==> config.mk <==
export PLATFORM = sky130hd
export DESIGN_NAME = be_mem_access_unit
export DESIGN_NICKNAME = d
export VERILOG_FILES = /design/src/rtl/be_lsu_pkg.sv /design/src/rtl/lsu_ea_gen.sv /design/src/rtl/lsu_store_lanes.sv /design/src/rtl/lsu_load_extract.sv /design/src/rtl/be_mem_access_unit.sv
export SDC_FILE = /design/constraint.sdc
export NUM_CORES = 1
export LEC_CHECK = 0
export BUFFER_PORTS_ARGS = -buffer_cell sky130_fd_sc_hd__buf_2
export CAP_MARGIN = 10
export CORE_MARGIN = 5
export CORE_UTILIZATION = 30
export CTS_BUF_LIST = sky130_fd_sc_hd__clkbuf_4 sky130_fd_sc_hd__clkbuf_8 sky130_fd_sc_hd__clkbuf_16
export DETAILED_ROUTE_END_ITERATION = 8
export SYNTH_ARGS = -nofsm -noshare
export SYNTH_HDL_FRONTEND = slang
export SYNTH_SLANG_ARGS = --single-unit
==> constraint.sdc <==
create_clock -name clk -period 2.4 [get_ports clk]
set_input_delay 0.12 -clock clk [delete_from_list [all_inputs] [get_ports clk]]
set_output_delay 0.12 -clock clk [all_outputs]
set_load 0.1 [all_outputs]
==> src/rtl/be_lsu_pkg.sv <==
package be_lsu_pkg;

  typedef enum logic [1:0] {
    SZ_BYTE  = 2'b00,
    SZ_HALF  = 2'b01,
    SZ_WORD  = 2'b10,
    SZ_DWORD = 2'b11
  } acc_size_e;

  typedef enum logic [1:0] {
    ST_IDLE = 2'b00,
    ST_REQ  = 2'b01,
    ST_WAIT = 2'b10
  } lsu_state_e;

endpackage

==> src/rtl/lsu_ea_gen.sv <==
module lsu_ea_gen
  import be_lsu_pkg::*;
#(
  parameter int ADDR_W = 32,
  parameter int IMM_W  = 13
) (
  input  logic [ADDR_W-1:0] base_i,
  input  logic [ADDR_W-1:0] index_i,
  input  logic [IMM_W-1:0]  imm_i,
  input  logic              imm_sel_i,
  input  acc_size_e         size_i,
  output logic [ADDR_W-1:0] ea_o,
  output logic              bad_align_o
);
  localparam int EXT_W = ADDR_W - IMM_W;

  logic [ADDR_W-1:0] imm_ext;
  logic [ADDR_W-1:0] offset;

  assign imm_ext = {{EXT_W{imm_i[IMM_W-1]}}, imm_i};
  assign offset  = imm_sel_i ? imm_ext : index_i;
  assign ea_o    = base_i + offset;

  always_comb begin
    unique case (size_i)
      SZ_BYTE:  bad_align_o = 1'b0;
      SZ_HALF:  bad_align_o = ea_o[0];
      SZ_WORD:  bad_align_o = |ea_o[1:0];
      default:  bad_align_o = |ea_o[2:0];
    endcase
  end
endmodule

==> src/rtl/lsu_store_lanes.sv <==
module lsu_store_lanes
  import be_lsu_pkg::*;
#(
  parameter int DATA_W = 32
) (
  input  acc_size_e                       size_i,
  input  logic [$clog2(DATA_W/8)-1:0]     off_i,
  input  logic [DATA_W-1:0]               wdata_i,
  output logic [DATA_W/8-1:0]             be_o,
  output logic [DATA_W-1:0]               lane_data_o
);
  localparam int LANES = DATA_W / 8;
  localparam logic [LANES-1:0] BYTE_TOP = {1'b1, {(LANES-1){1'b0}}};
  localparam logic [LANES-1:0] HALF_TOP = {2'b11, {(LANES-2){1'b0}}};

  always_comb begin
    unique case (size_i)
      SZ_BYTE: begin
        be_o        = BYTE_TOP >> off_i;
        lane_data_o = {LANES{wdata_i[7:0]}};
      end
      SZ_HALF: begin
        be_o        = HALF_TOP >> off_i;
        lane_data_o = {(LANES/2){wdata_i[15:0]}};
      end
      default: begin
        be_o        = '1;
        lane_data_o = wdata_i;
      end
    endcase
  end
endmodule

==> src/rtl/lsu_load_extract.sv <==
module lsu_load_extract
  import be_lsu_pkg::*;
#(
  parameter int DATA_W = 32
) (
  input  acc_size_e                   size_i,
  input  logic [$clog2(DATA_W/8)-1:0] off_i,
  input  logic                        sgn_i,
  input  logic [DATA_W-1:0]           rdata_i,
  output logic [DATA_W-1:0]           data_o
);
  localparam int LANES = DATA_W / 8;
  localparam int OFF_W = $clog2(LANES);

  logic [7:0]       lane [LANES];
  logic [7:0]       sel_byte;
  logic [15:0]      sel_half;
  logic [OFF_W-1:0] hi_idx;
  logic [OFF_W-1:0] lo_idx;

  // lane 0 is the most significant byte of the word
  for (genvar g = 0; g < LANES; g++) begin : g_lane
    assign lane[g] = rdata_i[DATA_W-1-8*g -: 8];
  end

  assign hi_idx   = {off_i[OFF_W-1:1], 1'b0};
  assign lo_idx   = {off_i[OFF_W-1:1], 1'b1};
  assign sel_byte = lane[off_i];
  assign sel_half = {lane[hi_idx], lane[lo_idx]};

  always_comb begin
    unique case (size_i)
      SZ_BYTE: data_o = {{(DATA_W-8){sgn_i & sel_byte[7]}}, sel_byte};
      SZ_HALF: data_o = {{(DATA_W-16){sgn_i & sel_half[15]}}, sel_half};
      default: data_o = rdata_i;
    endcase
  end
endmodule

==> src/rtl/be_mem_access_unit.sv <==
module be_mem_access_unit
  import be_lsu_pkg::*;
#(
  parameter int ADDR_W = 32,
  parameter int DATA_W = 32,
  parameter int IMM_W  = 13
) (
  input  logic                clk,
  input  logic                rst_n,
  input  logic                cmd_valid,
  output logic                cmd_ready,
  input  logic                cmd_store,
  input  logic [1:0]          cmd_size,
  input  logic                cmd_signed,
  input  logic                cmd_imm_sel,
  input  logic [ADDR_W-1:0]   cmd_rs1,
  input  logic [ADDR_W-1:0]   cmd_rs2,
  input  logic [IMM_W-1:0]    cmd_imm,
  input  logic [DATA_W-1:0]   cmd_wdata_even,
  input  logic [DATA_W-1:0]   cmd_wdata_odd,
  output logic                mem_req,
  input  logic                mem_ready,
  output logic [ADDR_W-1:0]   mem_addr,
  output logic                mem_we,
  output logic [DATA_W/8-1:0] mem_be,
  output logic [DATA_W-1:0]   mem_wdata,
  input  logic                mem_rvalid,
  input  logic [DATA_W-1:0]   mem_rdata,
  output logic                res_valid,
  output logic                res_odd,
  output logic [DATA_W-1:0]   res_data,
  output logic                misalign,
  output logic                busy
);
  localparam int LANES = DATA_W / 8;
  localparam int OFF_W = $clog2(LANES);

  lsu_state_e        state_q;
  logic [ADDR_W-1:0] base_q;
  acc_size_e         size_q;
  logic              sgn_q;
  logic              st_q;
  logic [DATA_W-1:0] wd_even_q;
  logic [DATA_W-1:0] wd_odd_q;
  logic              beat_q;
  logic              res_valid_q;
  logic              res_odd_q;
  logic [DATA_W-1:0] res_data_q;
  logic              mis_q;

  logic [ADDR_W-1:0] ea;
  logic              ea_bad;
  logic              last_beat;
  logic [DATA_W-1:0] beat_wdata;
  logic [DATA_W-1:0] ext_data;
  logic [OFF_W-1:0]  lane_off;

  lsu_ea_gen #(.ADDR_W(ADDR_W), .IMM_W(IMM_W)) u_ea (
    .base_i      (cmd_rs1),
    .index_i     (cmd_rs2),
    .imm_i       (cmd_imm),
    .imm_sel_i   (cmd_imm_sel),
    .size_i      (acc_size_e'(cmd_size)),
    .ea_o        (ea),
    .bad_align_o (ea_bad)
  );

  assign lane_off   = base_q[OFF_W-1:0];
  assign beat_wdata = beat_q ? wd_odd_q : wd_even_q;

  lsu_store_lanes #(.DATA_W(DATA_W)) u_st (
    .size_i      (size_q),
    .off_i       (lane_off),
    .wdata_i     (beat_wdata),
    .be_o        (mem_be),
    .lane_data_o (mem_wdata)
  );

  lsu_load_extract #(.DATA_W(DATA_W)) u_ld (
    .size_i  (size_q),
    .off_i   (lane_off),
    .sgn_i   (sgn_q),
    .rdata_i (mem_rdata),
    .data_o  (ext_data)
  );

  assign last_beat = (size_q != SZ_DWORD) || beat_q;
  assign cmd_ready = (state_q == ST_IDLE);
  assign busy      = (state_q != ST_IDLE);
  assign mem_req   = (state_q == ST_REQ);
  assign mem_we    = st_q;
  assign mem_addr  = base_q + {{(ADDR_W-3){1'b0}}, beat_q, 2'b00};
  assign res_valid = res_valid_q;
  assign res_odd   = res_odd_q;
  assign res_data  = res_data_q;
  assign misalign  = mis_q;

  always_ff @(posedge clk or negedge rst_n) begin
    if (!rst_n) begin
      state_q     <= ST_IDLE;
      base_q      <= '0;
      size_q      <= SZ_BYTE;
      sgn_q       <= 1'b0;
      st_q        <= 1'b0;
      wd_even_q   <= '0;
      wd_odd_q    <= '0;
      beat_q      <= 1'b0;
      res_valid_q <= 1'b0;
      res_odd_q   <= 1'b0;
      res_data_q  <= '0;
      mis_q       <= 1'b0;
    end else begin
      res_valid_q <= 1'b0;
      mis_q       <= 1'b0;
      unique case (state_q)
        ST_IDLE: begin
          if (cmd_valid) begin
            if (ea_bad) begin
              mis_q <= 1'b1;
            end else begin
              base_q    <= ea;
              size_q    <= acc_size_e'(cmd_size);
              sgn_q     <= cmd_signed;
              st_q      <= cmd_store;
              wd_even_q <= cmd_wdata_even;
              wd_odd_q  <= cmd_wdata_odd;
              beat_q    <= 1'b0;
              state_q   <= ST_REQ;
            end
          end
        end
        ST_REQ: begin
          if (mem_ready) begin
            if (!st_q) begin
              state_q <= ST_WAIT;
            end else if (last_beat) begin
              state_q <= ST_IDLE;
            end else begin
              beat_q <= 1'b1;
            end
          end
        end
        ST_WAIT: begin
          if (mem_rvalid) begin
            res_valid_q <= 1'b1;
            res_odd_q   <= beat_q;
            res_data_q  <= ext_data;
            if (last_beat) begin
              state_q <= ST_IDLE;
            end else begin
              beat_q  <= 1'b1;
              state_q <= ST_REQ;
            end
          end
        end
        default: state_q <= ST_IDLE;
      endcase
    end
  end

  AST_REQ_HOLD: assert property (@(posedge clk) disable iff (!rst_n)
    mem_req && !mem_ready |=> mem_req && $stable(mem_addr) && $stable(mem_we));
  AST_MISALIGN_NO_REQ: assert property (@(posedge clk) disable iff (!rst_n)
    misalign |-> !mem_req && cmd_ready);
  AST_WIDE_ADDR_ALIGNED: assert property (@(posedge clk) disable iff (!rst_n)
    mem_req && (size_q == SZ_WORD || size_q == SZ_DWORD) |-> mem_addr[1:0] == 2'b00);
  AST_SECOND_BEAT_ADDR: assert property (@(posedge clk) disable iff (!rst_n)
    mem_req && beat_q |-> mem_addr[2:0] == 3'b100);
  AST_BYTE_ONE_LANE: assert property (@(posedge clk) disable iff (!rst_n)
    mem_req && mem_we && size_q == SZ_BYTE |-> $countones(mem_be) == 1);
  AST_RES_AFTER_RVALID: assert property (@(posedge clk) disable iff (!rst_n)
    res_valid |-> $past(mem_rvalid));
endmodule

==> metrics.md, run 1 <==
| Metric | Value |
|---|---|
| Unrepaired setup endpoints after global routing | `true` |
| Fmax | `between 300 and 400 MHz` |
| Clk root buf | `clkbuf_16` |
| Area of the multi-input gates | `around 5800 µm²` |
| Asr flop ratio synth | `100%` |
| Tmin final | `around 2700 ps` |
| FF-to-FF path depth | `7` |
| # IOs | `between 200 and 300` |
| Data arrival time of the worst path | `2560 ps` |
| FF-to-FF End | `res_data[13]` |
| Crit-path max FO | `3` |
| Number of iterations in the first detailed-routing pass | `5` |
| Fill count | `roughly 2700` |
| Row count | `between 60 and 70` |
| Commonest non-fill, non-tap cell in the layout | `nand2_1` |
| Most frequent cells in the layout | `nand2_1, buf_2, dfrtp_1` |
| Die area | `around 33000 µm²` |
| Pins Over Slew Limit | `0` |
| Initial DRC Count | `576` |
| Share of layout cells above drive strength 1 | `37.1%` |
| Cells after Synth | `between 1000 and 1500` |
| Mapped Nets | `1339` |
| Fin crit share | `112%` |
| Register bit total from synthesis | `approximately 140` |
| Crit end category | `output port` |
| Area grow syn2layout | `63.3%` |
| Hold wc startpoint | `mem_rdata[11]` |
| WL/cell | `around 16 µm` |
| Synth Area per Inst | `8.01 µm²` |
| Core area | `29600 µm²` |
| Global route overflow | `0` |
| Non-Filler Instances | `approximately 2000` |
| FF-to-FF Start | `base_q[0]` |
| Hpwl dp | `24500 µm` |
| R2r setup slk | `between 300 and 400 ps` |
| Cell variety after synth | `67` |
| WS Path Type | `flip-flop to output port` |
| Final setup vio count | `13` |
| Htree depth | `4` |
| Fin util | `roughly half` |
| Num Clock Sinks | `between 100 and 150` |
| Worst Path Required | `about 2300 ps` |
| Chip Width | `approximately 180 µm` |
| Largest net degree at the start of global routing | `73` |
| Final wirelength | `approximately 33000 µm` |
| Yosys top cell area share | `between 30% and 40%` |
| Num CTS Buffers | `17` |
| Routability cong. | `just under 0.9` |
| Post-Syn Area | `approximately 9000 µm²` |
| Die Span Y | `around 180 µm` |
| Total GRT Usage | `between 10% and 20%` |
| Final hold violation count | `0` |
| Starting Density | `30.3%` |
| Vias | `roughly 9500` |
| Initial antenna violation count | `1` |
| Outcome | `complete, but fails checks` |
| Main synth FF type | `dfrtp_1` |
| HP Class | `input port to flip-flop` |
| Vias/cell | `~4.8` |
| Post-synth EDFFs | `0` |
| Leading area contributor after synthesis | `dfrtp_1` |
| Placed insts | `about 1900` |
| Max cap viols | `0` |
| Layout Nets | `about 1800` |
| First-pass GRT wire length | `51500 µm` |
| Failing checks | `negative setup slack` |
| Relative slew margins | `between 30 and 40%` |
| Layout Skew | `around 11 ps` |
| Slew @ Worst Pin | `~900 ps` |
| Seq/Total Area, Yosys | `slightly below 40%` |
| Worst hold path depth | `3` |
| DRT antenna net count | `0` |
| Hold Path Sink | `res_data[11]` |
| Top post-synthesis cells by area | `dfrtp_1, nand2_1, a21oi_1` |
| Number of remaining DRC errors | `0` |
| CP Launch Type | `flip-flop` |
| Sequential cell area | `roughly 3500 µm²` |
| Final setup margin | `-283 ps` |
| Port Buffers | `289` |
| Clock buffer depth | `2` |
| CTS tree | `done` |
| Synth warn | `0` |
| Vias in the first global route | `around 10000` |
| Skew-Pair Late Insertion Delay | `between 400 and 500 ps` |
| Clock transition at path regs | `roughly 60 ps` |
cells in the mapped netlist, drive strengths merged (2+ instances only):
library cell / number
and3: 7
a222oi: 8
o311ai: 2
o221ai: 3
a2bb2oi: 2
o2111ai: 2
a21oi: 96
o211ai: 4
nor2: 89
o21a: 6
o31ai: 3
mux2: 30
and2: 2
clkinv: 2
nor2b: 4
inv: 37
nand4: 7
xor2: 20
nand2b: 6
a211oi: 10
nand2: 316
nand3: 19
a2111o: 2
mux2i: 27
xnor2: 36
ha: 37
nor3: 9
dfrtp: 138
a21boi: 2
a2111oi: 3
a21o: 8
o21ai: 93
clkbuf: 35
buf: 28
a31oi: 8
repair_timing:
action | in CTS | in global routing
hold endpoints to repair | 127 | 0
pin swaps | 14 | 17
setup buffers | 5 | 4
gates resized for setup | 30 | 32
endpoints found under the setup margin | 33 | 40
hold buffers | 86 | 0
kinds of logic after synthesis:
kind of cell             Yosys count  synth area share (%)
AO/OA/AOI/OAI                    261                  18.1
buffers and inverters            102                  4.57
multiplexers                      58                  7.04
XOR/XNOR                          56                  5.47
flip-flops                       138                  38.5
AND/OR/NAND/NOR                  465                  20.9
adder cells (fa/ha/maj)           38                  5.39
final cells by class:
| type | instances | area share (%) |
|---|---|---|
| Multi-Input combinational cell | 878 | 39.7 |
| Clock inverter | 7 | 0.787 |
| Clock buffer | 24 | 3.39 |
| Inverter | 39 | 1.00 |
| Sequential cell | 138 | 23.6 |
| Antenna cell | 1 | 0.0171 |
| Timing Repair Buffer | 516 | 28.1 |
| Tap cell | 390 | 3.34 |
sequential cells by signal, summed over array words and instances, names as in the netlist:
register / count
base_q: 32
res_data: 32
wd_even_q: 32
wd_odd_q: 32
size_q: 2
state_q: 2
beat_q: 1
mem_we: 1
misalign: 1
res_odd: 1
res_valid: 1
sgn_q: 1
stage by stage:
step           area (µm²)  setup WS [ps]  TNS [ps]  hold slack [ps]
6_report            14600           -283     -1690             35.9
5_1_grt             14600           -438     -3880             20.0
3_5_place_dp        12700           -480    -25670             85.8
2_1_floorplan        9360           -455     -1090             -176
4_1_cts             14400           -346     -2050             8.24
3_3_place_gp        12700           -407    -20030             80.7
worst max-delay path: stages, from the launching register on:
cell	delay [ps]
dfrtp_2	400
ha_4	160
ha_4	130
nand4_1	160
nor3_2	210
nand2_1	120
or3_4	430
nor2_4	160
xor2_4	170
buf_12	190
worst max path at each step:
stage	slack, ps	endpoint	start	depth (start not counted)
6_report	-280	mem_addr[28]	beat_q	9
3_3_place_gp	-410	base_q[28]	cmd_imm_sel	11
5_1_grt	-440	mem_addr[28]	base_q[2]	9
2_1_floorplan	-450	mem_addr[20]	base_q[2]	6
4_1_cts	-350	mem_addr[30]	base_q[2]	9
3_5_place_dp	-480	base_q[28]	cmd_imm_sel	11
layer usage:
layer / share of wire (%) / GRT usage [%] / vias up
met2: 49 / 32.5 / 327
li1: - / - / 4735
met4: 2.0 / 5.69 / 2
met1: 43 / 24.3 / 4414
met5: 0.040 / 0 / -
met3: 6.5 / 4.11 / 45
Power of run 1 is left out: the tool's default activity adds up to more than one toggle a clock period on the data nets, which glitch-free logic cannot reach.
==> inputs of run 2 (changes only) <==
clock period = 2.81 ns   (was 2.4 ns; I/O delays follow)
==> run 2 against run 1 <==
The flow now finishes without violations. First-iteration DRC count up 3.3%. Via count down 3.6%. Clock skew up 0.64 ps. Cell count down 4.5%. Setup slack better by 350 ps. Sequential share of layout area up 3.0 points. Critical path depth down 1. Highest routed layer is now met4. Worst hold slack worse by 18 ps. Non-clock buffer count down 89. Register-to-register slack better by 260 ps. Critical path type unchanged. Largest cell class unchanged. Die area unchanged. Core utilization down 5.6 points.
==> metrics.md, run 2 (synthesis results as in run 1) <==
| Metric | Value |
|---|---|
| Outcome | `finished, final reports clean` |
| Share of layout cells above drive strength 1 | `31.1% (-6.0 points)` |
| Unrepaired setup endpoints after global routing | `true` |
| Initial antenna violation count | `1 (unchanged)` |
| Pins Over Slew Limit | `0 (unchanged)` |
| Data arrival time of the worst path | `2600 ps (+40 ps)` |
| Total GRT Usage | `18.1% (-0.89 points)` |
| Area grow syn2layout | `44.7%` |
| Crit path cell chain | `and3_1, nand3_1, nor3_2, nand2_1, or3_4, nor2_4, xor2_4, buf_12` |
| Num CTS Buffers | `17 (unchanged)` |
| Non-Filler Instances | `1904 (-4.5%)` |
| Global route overflow | `0 (unchanged)` |
| Placed insts | `1787 (-4.3%)` |
| Crit path max-delay family | `simple AND/OR/NAND/NOR gates` |
| Critical Path Stages | `8 (-1)` |
| Most frequent cells in the layout | `nand2_1, buf_2, dfrtp_1` |
| Fill count | `2909 (+5.9%)` |
| Fin crit share | `between 90 and 100%` |
| Relative slew margins | `40.8% (+1.5 points)` |
| Crit-path max FO | `4 (+1)` |
| Number of iterations in the first detailed-routing pass | `7 (+2)` |
| Largest net degree at the start of global routing | `73 (unchanged)` |
| Skew-Pair Late Insertion Delay | `420 ps (about the same)` |
| First-pass GRT wire length | `49500 µm (-3.8%)` |
| Routability cong. | `0.891 (+2.4%)` |
| Core area | `29600 µm² (unchanged)` |
| Worst hold path depth | `3 (unchanged)` |
| WP buf/inv | `1 (unchanged)` |
| Final wirelength | `31000 µm (-4.7%)` |
| Layout Skew | `12.1 ps (+0.642 ps)` |
| CP max stage delay | `450 ps (+20 ps)` |
| Clk root buf | `clkbuf_16` |
| Vias in the first global route | `9484 (-5.1%)` |
| Clock buffer depth | `2 (unchanged)` |
| Initial DRC Count | `595 (+3.3%)` |
| Htree depth | `4 (unchanged)` |
| Commonest non-fill, non-tap cell in the layout | `nand2_1` |
| Sequential cell area | `3460 µm² (unchanged)` |
| CTS tree | `done` |
| CP max stage cell | `or3_4` |
| FF-to-FF path depth | `5 (-2)` |
| Starting Density | `30.3% (unchanged)` |
| Tmin final | `between 2000 and 3000 ps` |
| # IOs | `290 (unchanged)` |
| Die area | `33400 µm² (unchanged)` |
| Die Span Y | `183 µm (unchanged)` |
| Final hold violation count | `0 (unchanged)` |
| HP Class | `input port to flip-flop` |
| Max cap viols | `0 (unchanged)` |
| Worst Path Required | `2670 ps (+390 ps)` |
| Area of the multi-input gates | `5360 µm² (-7.9%)` |
| Crit end category | `output port` |
| Chip Width | `183 µm (unchanged)` |
| CP Launch Type | `flip-flop` |
| Slew @ Worst Pin | `882 ps (-21.6 ps)` |
| Fmax | `365 MHz` |
| WS Path Type | `flip-flop to output port` |
| DRT antenna net count | `0 (unchanged)` |
| Number of remaining DRC errors | `0 (unchanged)` |
| Row count | `63 (unchanged)` |
| Layout Nets | `1722 (-4.9%)` |
| WL/cell | `16.3 µm (-0.27%)` |
| Vias | `9177 (-3.6%)` |
| Fin Setup TNS | `0 ps (+1690 ps)` |
| Num Clock Sinks | `138 (unchanged)` |
| R2r setup slk | `630 ps (+260 ps)` |
| Clock transition at path regs | `60 ps (about the same)` |
| Port Buffers | `289 (unchanged)` |
| Vias/cell | `4.82 (+0.87%)` |
| Final setup vio count | `0 (-13)` |
| Hpwl dp | `23200 µm (-5.4%)` |
==> run 2: layer usage <==
metal,vias to the layer above,share of wire (%),GRT usage [%]
met5,-,0,0
met4,0,2.0,5.01
met3,38,5.8,3.23
met2,337,48,31.0
met1,4245,44,23.8
li1,4557,-,-
==> run 2: worst paths after layout <==
path / startpoint / to
max: base_q[11] / mem_addr[30]
min: mem_rdata[23] / res_data[23]
max reg2reg: size_q[0] / res_data[4]
min reg2reg: res_odd / res_odd
max in group asynchronous: rst_n / wd_odd_q[0]
min in group asynchronous: rst_n / res_data[4]
==> run 2: what timing repair did <==
| item | CTS | global route |
|---|---|---|
| resized for setup | 9 | 3 |
| hold buffers | 81 | 0 |
| endpoints found under the setup margin | 8 | 7 |
| pin swaps | 6 | 1 |
| setup buffers | 2 | 2 |
| hold endpoints to repair | 142 | 0 |
==> run 2: area by class of cell <==
class,instances,share of cell area (%)
repair buffers,427,22.7
clock buffers,17,3.28
clock inverters,14,1.14
well taps,390,3.76
multi-input cells,878,41.3
diodes,1,0.0193
flip-flops and latches,138,26.7
inverters,39,1.13
==> run 2: tightest hold or removal path, cell delays in order <==
cell and delay (ps):
buf_2 130, nand2_1 60, a21oi_1 60
==> run 2: through the flow <==
step | utilization (%) | cell area (µm²) | hold WS [ps] | setup slack [ps]
after floorplan | - | 9160 | -155 | -518
after global placement | 38.9 | 11500 | 176 | -109
after detailed placement | 38.9 | 11500 | 180 | -208
after CTS | 43.8 | 12900 | 1.68 | 9.05
after global routing | 43.9 | 13000 | 8.49 | -60.1
final | 43.9 | 13000 | 18.2 | 68.4
Power of run 2 is left out for the same reason.
==> inputs of run 3 (changes only) <==
CORE_MARGIN = not set   (was 5)
CORE_UTILIZATION = 52   (was 30)
PLACE_DENSITY = 0.82   (was not set)
==> run 3 against run 2 <==
Core utilization increased by 34 points. Count of clock-buffer cells in the layout did not move. First-iteration DRC count up 68%. Wire length rose by 4.0%. Non-clock buffer count grew 17. Clock skew fell by 3.0 ps. Sequential share of layout area is 0.17 points lower. Via count is 8.5% higher. Worst hold slack improved by 3.4 ps. Critical endpoint unchanged. Largest cell class unchanged. Highest routed layer unchanged.
==> metrics.md, run 3 (synthesis results as in run 1) <==
| Metric | Value |
|---|---|
| Outcome | `finished, final reports clean` |
| Area grow syn2layout | `45.6%` |
| Chip Width | `133 µm (-27%)` |
| Pins Over Slew Limit | `0 (unchanged)` |
| Num CTS Buffers | `17 (unchanged)` |
| Fill count | `1067 (-63%)` |
| Unrepaired setup endpoints after global routing | `true` |
| Num Clock Sinks | `138 (unchanged)` |
| # IOs | `290 (unchanged)` |
| Post-place instance area | `11500 µm² (+0.48%)` |
| Worst Path Required | `2670 ps (about the same)` |
| Max layer used | `met4` |
| Met3 WL | `2150 µm (+19%)` |
| Clock transition at path regs | `60 ps (about the same)` |
| WL/cell | `18.4 µm (+13%)` |
| First-pass GRT wire length | `50900 µm (+2.7%)` |
| Crit path max-delay family | `simple AND/OR/NAND/NOR gates` |
| Worst hold slack | `21.6 ps (+3.44 ps)` |
| Crit-path max FO | `3 (-1)` |
| Starting Density | `53.6% (+23 points)` |
| Hold wc startpoint | `mem_rdata[18]` |
| CP Launch Type | `flip-flop` |
| Vias/cell | `5.68 (+18%)` |
| Clock buffer depth | `2 (unchanged)` |
| Fmax | `365 MHz (about the same)` |
| Skew-Pair Late Insertion Delay | `420 ps (about the same)` |
| Layout Nets | `1739 (+0.99%)` |
| Tmin final | `2740 ps (-2.62 ps)` |
| Share of layout cells above drive strength 1 | `32.0% (+0.94 points)` |
| R2r setup slk | `440 ps (-190 ps)` |
| Data arrival time of the worst path | `2600 ps (about the same)` |
| WS Path Type | `flip-flop to output port` |
| Critical path origin | `base_q[2]` |
| Fin util | `78.1% (+34 points)` |
| Max cap viols | `0 (unchanged)` |
| Vias | `9961 (+8.5%)` |
| Largest net degree at the start of global routing | `77 (+5.5%)` |
| Sequential cell area | `3460 µm² (unchanged)` |
| Clk root buf | `clkbuf_16` |
| DRT antenna net count | `0 (unchanged)` |
| Slew @ Worst Pin | `851 ps (-30.9 ps)` |
| Routed wl met2 | `16000 µm (+6.9%)` |
| Fin crit share | `97.5% (about the same)` |
| Number of remaining DRC errors | `0 (unchanged)` |
| Core area | `16700 µm² (-44%)` |
| Total GRT Usage | `36.8% (+19 points)` |
| Hpwl dp | `21500 µm (-7.0%)` |
| Final hold violation count | `0 (unchanged)` |
| Port Buffers | `289 (unchanged)` |
| Crit path cell chain | `ha_4, ha_4, nand4_1, nor3_2, nand2_1, or3_4, nor2_4, xor2_4, buf_12` |
| Layout Skew | `9.00 ps (-3.05 ps)` |
| CP max stage delay | `440 ps (about the same)` |
| CP max stage cell | `or3_4` |
| Initial DRC Count | `1002 (+68%)` |
| Area of the multi-input gates | `5360 µm² (+0.14%)` |
| Crit-path most repeated cell | `ha_4` |
| FF-to-FF Start | `size_q[0]` |
| Non-Filler Instances | `1754 (-7.9%)` |
| Met1 WL | `12400 µm (-9.0%)` |
| Final wirelength | `32200 µm (+4.0%)` |
| WP buf/inv | `1 (unchanged)` |
| Htree depth | `4 (unchanged)` |
| Die area | `17800 µm² (-47%)` |
| HP Class | `input port to flip-flop` |
| Vias in the first global route | `10100 (+6.5%)` |
| CTS tree | `done` |
| Design Area, Final | `13000 µm² (+0.63%)` |
| Number of iterations in the first detailed-routing pass | `7 (unchanged)` |
| Crit end category | `output port` |
| Routability cong. | `1.00 (+13%)` |
| Placed insts | `1634 (-8.6%)` |
| Row count | `47 (-25%)` |
| Initial antenna violation count | `3 (+2)` |
| Global route overflow | `0 (unchanged)` |
| Relative slew margins | `42.8% (+2.1 points)` |
| Die Span Y | `133 µm (-27%)` |
| Final setup vio count | `0 (unchanged)` |
| Most frequent cells in the layout | `nand2_1, buf_2, dfrtp_1` |
| Commonest non-fill, non-tap cell in the layout | `nand2_1` |
-- run 3: cell count changes in the layout (fill, tap and decap cells not counted), sizes merged --
cell      previous run  this run
clkinvlp             2         4
clkinv               9         5
buf                345       363
bufinv               2         1
clkbuf              18        17
diode                1         3
inv                 40        44
-- run 3: through the flow --
step                      worst slack, ps  setup TNS [ps]
after global routing                -73.3            -154
after floorplan                      -518            -735
after CTS                            12.1               0
after detailed placement            -80.7            -632
final                                71.0               0
after global placement              -40.4           -85.4
-- run 3: cell type report --
cell class / count / area share [%]
clock buffer: 17 / 3.26
inverter: 39 / 1.15
timing repair buffer: 444 / 24.6
antenna: 3 / 0.0576
tap: 220 / 2.11
multi-input combinational: 878 / 41.1
sequential: 138 / 26.5
clock inverter: 15 / 1.23
-- run 3: routing by layer --
metal / up-vias / track usage [%]
met4: 0 / 20.4
met2: 545 / 63.5
met1: 4669 / 43.0
li1: 4601 / -
met3: 146 / 6.85
met5: - / 0
-- run 3: what timing repair did --
item | in CTS | in global routing
hold endpoints to repair | 155 | 0
setup endpoints to repair | 5 | 9
gates cloned | 0 | 0
pin swaps | 5 | 2
resized for setup | 9 | 4
buffers inserted | 3 | 1
hold buffers | 81 | 0
-- run 3: path summary, 6_finish.rpt --
kind / to / cells after the start
max: mem_addr[30] / 9
max reg2reg: res_data[0] / 6
min reg2reg: wd_even_q[20] / 2
min in group asynchronous: wd_odd_q[3] / 2
max in group asynchronous: base_q[19] / 3
min: res_data[18] / 3
-- run 3: tightest hold or removal path: stages --
cell and delay (ps):
buf_2 120, nand2_1 70, a21oi_1 70
Power of run 3 is left out for the same reason.
